### src/rtl/dmac_pkg.sv
package dmac_pkg;

    parameter int OPW    = 16;
    parameter int GUARD  = 8;
    parameter int NLANES = 2;

    localparam int PRODW = 2*OPW + 2;
    localparam int ACCW  = 2*OPW + GUARD;
    localparam int EXTW  = ACCW + 2;
    localparam int DSTW  = NLANES*OPW;

    localparam logic signed [EXTW-1:0] HS_MAX = EXTW'(2**(OPW-1) - 1);
    localparam logic signed [EXTW-1:0] HS_MIN = ~HS_MAX;
    localparam logic signed [EXTW-1:0] HU_MAX = EXTW'(2**OPW - 1);

    typedef enum logic [1:0] {
        OP_LOAD = 2'b00,
        OP_ADD  = 2'b01,
        OP_SUB  = 2'b10,
        OP_KEEP = 2'b11
    } mac_op_e;

    typedef struct packed {
        logic int_mode;
        logic uns;
        logic trunc;
        logic dbl;
        logic rnd_even;
    } mac_mode_t;

    typedef struct packed {
        logic [ACCW-1:0] acc;
        logic            sat;
    } acc_res_t;

    typedef struct packed {
        logic [OPW-1:0] val;
        logic           sat;
    } half_res_t;

    // Clamp a one-bit-wider sum to the accumulator range.
    function automatic acc_res_t acc_clip(input logic signed [ACCW:0] s);
        acc_res_t r;
        r.sat = s[ACCW] ^ s[ACCW-1];
        if (!r.sat)
            r.acc = s[ACCW-1:0];
        else if (s[ACCW])
            r.acc = {1'b1, {(ACCW-1){1'b0}}};
        else
            r.acc = {1'b0, {(ACCW-1){1'b1}}};
        return r;
    endfunction

    // Clamp a wide signed value to a signed or unsigned half-word.
    function automatic half_res_t half_clip(input logic signed [EXTW-1:0] v,
                                            input logic uns);
        half_res_t r;
        r.sat = 1'b0;
        r.val = v[OPW-1:0];
        if (uns) begin
            if (v[EXTW-1]) begin
                r.sat = 1'b1;
                r.val = '0;
            end else if (v > HU_MAX) begin
                r.sat = 1'b1;
                r.val = '1;
            end
        end else begin
            if (v > HS_MAX) begin
                r.sat = 1'b1;
                r.val = HS_MAX[OPW-1:0];
            end else if (v < HS_MIN) begin
                r.sat = 1'b1;
                r.val = HS_MIN[OPW-1:0];
            end
        end
        return r;
    endfunction

endpackage

### src/rtl/dmac_mult.sv
module dmac_mult
    import dmac_pkg::*;
(
    input  logic [OPW-1:0]          a,
    input  logic [OPW-1:0]          b,
    input  logic                    int_mode,
    input  logic                    uns,
    input  logic                    mix_en,
    output logic signed [PRODW-1:0] prod
);

    localparam logic [OPW-1:0] MIN_OP = {1'b1, {(OPW-1){1'b0}}};
    localparam logic signed [PRODW-1:0] PROD_TOP =
        {{(PRODW-2*OPW+1){1'b0}}, {(2*OPW-1){1'b1}}};

    logic                    b_uns;
    logic                    dbl_prod;
    logic signed [OPW:0]     ax;
    logic signed [OPW:0]     bx;
    logic signed [PRODW-1:0] raw;

    always_comb begin
        b_uns    = uns | mix_en;
        dbl_prod = !int_mode && !uns && !mix_en;
        ax       = uns   ? {1'b0, a} : {a[OPW-1], a};
        bx       = b_uns ? {1'b0, b} : {b[OPW-1], b};
        raw      = PRODW'(ax) * PRODW'(bx);
        if (dbl_prod && a == MIN_OP && b == MIN_OP)
            prod = PROD_TOP;
        else if (dbl_prod)
            prod = raw <<< 1;
        else
            prod = raw;
    end

endmodule

### src/rtl/dmac_extract.sv
module dmac_extract
    import dmac_pkg::*;
(
    input  logic [ACCW-1:0] acc,
    input  mac_mode_t       mode,
    output logic [OPW-1:0]  half,
    output logic            sat
);

    localparam logic [OPW-1:0] TIE = {1'b1, {(OPW-1){1'b0}}};

    logic signed [EXTW-1:0] x;
    logic signed [EXTW-1:0] t;
    logic signed [EXTW-1:0] q;
    logic [OPW-1:0]         low;
    logic                   tie;
    logic                   inc;
    half_res_t              hr;

    always_comb begin
        x = {{2{acc[ACCW-1]}}, acc};
        if (mode.dbl)
            x = x <<< 1;
        t   = x >>> OPW;
        low = x[OPW-1:0];
        tie = (low == TIE);
        if (mode.trunc)
            inc = 1'b0;
        else if (mode.rnd_even)
            inc = (low[OPW-1] && !tie) || (tie && t[0]);
        else
            inc = low[OPW-1];
        if (mode.int_mode)
            q = x;
        else
            q = t + {{(EXTW-1){1'b0}}, inc};
        hr   = half_clip(q, mode.uns);
        half = hr.val;
        sat  = hr.sat;
    end

endmodule

### src/rtl/dmac_lane.sv
module dmac_lane
    import dmac_pkg::*;
(
    input  logic            clk,
    input  logic            rst,
    input  logic            en,
    input  logic [OPW-1:0]  a,
    input  logic [OPW-1:0]  b,
    input  mac_op_e         op,
    input  mac_mode_t       mode,
    input  logic            mix_en,
    output logic [ACCW-1:0] acc_o,
    output logic [OPW-1:0]  half_o,
    output logic            ovf_o
);

    logic signed [PRODW-1:0] prod;
    logic signed [ACCW:0]    p_ext;
    logic signed [ACCW:0]    cur_ext;
    logic signed [ACCW:0]    sum;
    acc_res_t                res;
    logic [OPW-1:0]          half_nxt;
    logic                    half_sat;
    logic [ACCW-1:0]         acc_q;
    logic [OPW-1:0]          half_q;
    logic                    ovf_q;

    dmac_mult u_mult (
        .a        (a),
        .b        (b),
        .int_mode (mode.int_mode),
        .uns      (mode.uns),
        .mix_en   (mix_en),
        .prod     (prod)
    );

    always_comb begin
        p_ext   = {{(ACCW+1-PRODW){prod[PRODW-1]}}, prod};
        cur_ext = {acc_q[ACCW-1], acc_q};
        unique case (op)
            OP_LOAD: sum = p_ext;
            OP_ADD:  sum = cur_ext + p_ext;
            OP_SUB:  sum = cur_ext - p_ext;
            default: sum = cur_ext;
        endcase
        res = acc_clip(sum);
    end

    dmac_extract u_extract (
        .acc  (res.acc),
        .mode (mode),
        .half (half_nxt),
        .sat  (half_sat)
    );

    always_ff @(posedge clk) begin
        if (rst) begin
            acc_q  <= '0;
            half_q <= '0;
            ovf_q  <= 1'b0;
        end else if (en) begin
            acc_q  <= res.acc;
            half_q <= half_nxt;
            ovf_q  <= ovf_q | res.sat | half_sat;
        end
    end

    assign acc_o  = acc_q;
    assign half_o = half_q;
    assign ovf_o  = ovf_q;

    a_r1_reset_clear: assert property (@(posedge clk)
        rst |=> (acc_q == '0 && half_q == '0 && !ovf_q));

    a_r3_idle_lane_holds: assert property (@(posedge clk) disable iff (rst)
        !en |=> ($stable(acc_q) && $stable(half_q) && $stable(ovf_q)));

    a_r2_keep_op: assert property (@(posedge clk) disable iff (rst)
        (en && op == OP_KEEP) |=> $stable(acc_q));

    a_r12_ovf_sticky: assert property (@(posedge clk) disable iff (rst)
        ovf_q |=> ovf_q);

endmodule

### src/rtl/dual_mac_half.sv
module dual_mac_half
    import dmac_pkg::*;
(
    input  logic              clk,
    input  logic              rst,
    input  logic [NLANES-1:0] lane_en,
    input  logic [OPW-1:0]    l0_a,
    input  logic [OPW-1:0]    l0_b,
    input  logic [1:0]        l0_op,
    input  logic [OPW-1:0]    l1_a,
    input  logic [OPW-1:0]    l1_b,
    input  logic [1:0]        l1_op,
    input  logic              m_int,
    input  logic              m_uns,
    input  logic              m_trunc,
    input  logic              m_dbl,
    input  logic              m_mixed,
    input  logic              rnd_even,
    output logic [ACCW-1:0]   acc0,
    output logic [ACCW-1:0]   acc1,
    output logic [DSTW-1:0]   dst,
    output logic [NLANES-1:0] ovf
);

    mac_mode_t         mode;
    logic [OPW-1:0]    a_v    [NLANES];
    logic [OPW-1:0]    b_v    [NLANES];
    logic [1:0]        op_v   [NLANES];
    logic [ACCW-1:0]   acc_v  [NLANES];
    logic [OPW-1:0]    half_v [NLANES];
    logic [NLANES-1:0] mix_sel;

    assign mode = '{int_mode: m_int, uns: m_uns, trunc: m_trunc,
                    dbl: m_dbl, rnd_even: rnd_even};

    assign a_v[0]  = l0_a;
    assign b_v[0]  = l0_b;
    assign op_v[0] = l0_op;
    assign a_v[1]  = l1_a;
    assign b_v[1]  = l1_b;
    assign op_v[1] = l1_op;

    for (genvar g = 0; g < NLANES; g++) begin : g_lane
        // Only the top lane may form a mixed-signedness product.
        if (g == NLANES-1) begin : g_mix
            assign mix_sel[g] = m_mixed & ~m_uns;
        end else begin : g_plain
            assign mix_sel[g] = 1'b0;
        end

        dmac_lane u_lane (
            .clk    (clk),
            .rst    (rst),
            .en     (lane_en[g]),
            .a      (a_v[g]),
            .b      (b_v[g]),
            .op     (mac_op_e'(op_v[g])),
            .mode   (mode),
            .mix_en (mix_sel[g]),
            .acc_o  (acc_v[g]),
            .half_o (half_v[g]),
            .ovf_o  (ovf[g])
        );

        assign dst[g*OPW +: OPW] = half_v[g];
    end

    assign acc0 = acc_v[0];
    assign acc1 = acc_v[1];

endmodule

### config.mk
export PLATFORM = sky130hd
export DESIGN_NAME = dual_mac_half
export DESIGN_NICKNAME = d
export VERILOG_FILES = /design/src/rtl/dmac_pkg.sv /design/src/rtl/dmac_mult.sv /design/src/rtl/dmac_extract.sv /design/src/rtl/dmac_lane.sv /design/src/rtl/dual_mac_half.sv
export SDC_FILE = /design/constraint.sdc
export NUM_CORES = 2
export LEC_CHECK = 0
export ABC_CLOCK_PERIOD_IN_PS = 37200
export BUFFER_PORTS_ARGS = -buffer_cell sky130_fd_sc_hd__buf_2
export CAP_MARGIN = 20
export CORE_ASPECT_RATIO = 0.9
export CORE_MARGIN = 2
export CORE_UTILIZATION = 30
export DETAILED_ROUTE_END_ITERATION = 10
export PLACE_DENSITY_LB_ADDON = 0.3
export SLEW_MARGIN = 20
export SYNTH_ARGS = -nofsm -noshare
export SYNTH_HDL_FRONTEND = slang
export SYNTH_SLANG_ARGS = --single-unit
### constraint.sdc
create_clock -name clk -period 37.2 [get_ports clk]
set_input_delay 7.44 -clock clk [delete_from_list [all_inputs] [get_ports clk]]
set_output_delay 7.44 -clock clk [all_outputs]
set_load 0.01 [all_outputs]
==> flow_metrics.py <==
metrics = {
    "outcome": {
        "status": "complete, no violations",
    },
    "clocking": {
        "clockRootBuffer": "clkbuf_16",
        "clk_path_buf_depth": 2,
        "clk_latency_ps": 450,
        "htree_levels": 4,
        "numCtsBuffers": 17,
        "cts_tree": "done",
        "post_cts_buffers": 0,
        "clk_pin_slew_ps": 60,
        "postCtsHoldBufs": 0,
        "cts_sinks": 114,
        "cts_resized": 0,
    },
    "worst_setup_path": {
        "cpPeakStageDelay_ps": 740,
        "slowest_stage": "nor2b_1",
        "cp.arrival_ps": 24420,
        "reg2reg_to": "g_lane[1].u_lane.half_o[14]",
        "cp_max_fo": 55,
        "worstPathRequired_ps": 37550,
        "rrSetupSlack_ps": 27090,
        "end_kind": "flip-flop",
        "timing.rr.start": "g_lane[1].u_lane.acc_o[0]",
        "crit_path_start_kind": "input port",
        "rr_worst_depth": 38,
        "crit_type": "input port to flip-flop",
        "worst_path_most_repeated_cell": "fa_1",
    },
    "placement": {
        "io_buffers": 191,
        "place_congestion": 0.943,
        "place_ws_ps": 12900,
        "dp.cells": 7379,
        "dp_hpwl_mm": 130,
    },
    "worst_hold_path": {
        "worstHoldPathType": "flip-flop to flip-flop",
        "hold_end": "g_lane[1].u_lane.half_o[15]",
        "min_from": "g_lane[1].u_lane.half_o[15]",
        "min_path_cells": 2,
    },
    "floorplan": {
        "die_x_um": 403,
        "design.core.area_um2": 142000,
        "placementRows": 131,
        "die_y_um": 363,
        "die_area_um2": 147000,
        "io_pins": 192,
        "start_util": 0.303,
    },
    "sta": {
        "hold_violations": 0,
        "fin_crit_sh": 0.647,
        "slew_violations": 0,
        "setup_viol": 0,
        "rsz0062_at_grt": "false",
        "finClkSkew_ps": 10.5,
        "timing.final.ws_setup_ps": 13130,
        "fmax_ghz": 0.0415,
        "setup_tns_ps": 0,
        "slew-limit-headroom": 0.276,
        "finalCriticalPeriod_ps": 24070,
        "tightest_slew_ps": 1090,
    },
    "synthesis": {
        "synth_cell_types": 121,
        "synth_edf_count": 0,
        "synth_area_per_cell_um2": 7.67,
        "synth-seq-area-share": 0.0530,
        "yosysTopAreaCell": "fa_1",
        "ys.flop_type": "dfxtp_1",
        "netlist_area_um2": 43100,
        "synthTopCellsByArea": "fa_1, ha_1, inv_1",
        "ys_ff_latch": 114,
        "synthCells": 5617,
        "post-synth-top-count-cell": "inv_1",
        "yosys_warnings": 0,
        "yosys.area.top_type_share": 0.276,
        "synth_fp_nets": 6554,
        "ys_top_cells_by_count": "inv_1, nand2_1, fa_1, nor2_1, and2_1",
        "ys_async_sr_fraction": 0,
    },
    "finish": {
        "utilization": 0.323,
        "area_delta_synth_final_pct": 6.64,
        "fin_cells": 7413,
        "drive_gt1_frac": 0.0757,
        "nets": 6473,
    },
    "detailed_routing": {
        "drt_first_pass_iters": 6,
        "vias_per_cell": 5.59,
        "via_count": 41416,
        "wl_per_cell_um": 21.7,
        "drc": 0,
        "ant_nets": 0,
        "routed_wl_mm": 161,
        "drtIter0Drc": 4143,
    },
    "grt": {
        "grt_use_total": 0.217,
        "grt-ovfl-total": 0,
        "grt_pass1_wl_mm": 251,
        "grt_antenna_before_repair": 5,
        "grt_pass1_vias": 40343,
        "grt_start_max_net_pins": 102,
    },
    "flow_run": {
        "maxCapViolCount": 0,
    },
}
==> worst max path at each step <==
stage / start / endpoint / slack, ps
final: m_uns / g_lane[1].u_lane.half_o[14] / 13130
after global routing: m_uns / g_lane[1].u_lane.half_o[14] / 11690
after CTS: m_uns / g_lane[1].u_lane.half_o[14] / 13250
after detailed placement: m_uns / g_lane[1].u_lane.half_o[14] / 12900
after global placement: m_uns / g_lane[1].u_lane.half_o[14] / 13150
after floorplan: l1_a[15] / g_lane[1].u_lane.half_o[6] / 15600
==> layout by cell type (no fill, tap or decap), types with 18 or more instances in the layout <==
| master | count |
|---|---|
| o21ai_0 | 216 |
| and4_1 | 29 |
| nor3_1 | 108 |
| o211ai_1 | 63 |
| o221ai_1 | 18 |
| buf_2 | 188 |
| a31oi_1 | 68 |
| fa_1 | 594 |
| a311oi_1 | 38 |
| inv_1 | 737 |
| o311ai_0 | 20 |
| nand4_1 | 58 |
| nand2_1 | 623 |
| mux2i_1 | 30 |
| or2_2 | 31 |
| nand2b_1 | 53 |
| nand3_1 | 112 |
| dfxtp_1 | 114 |
| o211a_1 | 19 |
| a21o_1 | 63 |
| o22ai_1 | 34 |
| a221o_1 | 19 |
| a211oi_1 | 109 |
| ha_1 | 263 |
| or4_1 | 18 |
| o31ai_1 | 32 |
| nor2_1 | 455 |
| buf_4 | 48 |
| and3_1 | 45 |
| o21a_1 | 53 |
| xnor2_1 | 105 |
| nor2b_1 | 18 |
| a21oi_1 | 276 |
| a22oi_1 | 25 |
| and2_1 | 300 |
| or3_1 | 47 |
| a211oi_2 | 19 |
| nor4_1 | 48 |
| a211o_1 | 22 |
| xor2_1 | 55 |
==> sequential cells by signal, summed over array words and instances (netlist names) <==
register              cells
g_lane.u_lane.acc_o      80
g_lane.u_lane.ovf_o       2
g_lane.u_lane.half_o     32
==> final cells by class <==
cell class / count / area, um2
antenna: 2 / 5.00
fill: 15216 / 96200
clock buffer: 21 / 460
clock inverter: 11 / 106
multi-input combinational: 4428 / 36700
timing repair buffer: 236 / 1300
tap: 1862 / 2330
sequential: 114 / 2280
inverter: 739 / 2770
==> critical path, delay by kind of cell <==
kind | cells | cell delay [ps]
buffers and inverters | 6 | 1420
AOI/OAI and AO/OA | 17 | 3870
xor gates and xnor gates | 1 | 100
adders and majority gates | 11 | 5690
and+or+nand+nor | 21 | 5810
==> routing by layer <==
layer | routed length [um] | part of all wire | vias to the layer above | global-route usage
met5 | 0 | 0 | - | 0
met4 | 2050 | 0.013 | 0 | 0.0319
met1 | 79200 | 0.49 | 20634 | 0.337
li1 | - | - | 19089 | -
met3 | 12100 | 0.075 | 124 | 0.0329
met2 | 67800 | 0.42 | 1569 | 0.319
==> metrics by stage <==
step / hold slack (ps) / cell area (um2)
final: 489 / 45900
after global routing: 529 / 45900
after CTS: 486 / 45900
after detailed placement: 472 / 45400
after global placement: 465 / 45400
after floorplan: 466 / 43100
==> cell families after synthesis <==
group | count (synthesis) | share of synthesized area
xor+xnor | 161 | 0.0331
flops | 114 | 0.0530
simple gates | 2014 | 0.230
mux | 42 | 0.0106
buf+inv | 1075 | 0.0963
fa+ha+maj | 859 | 0.353
compound gates | 1352 | 0.224
Power is left out: the tool's default activity adds up to more than one toggle a clock period on the data nets, which glitch-free logic cannot reach.
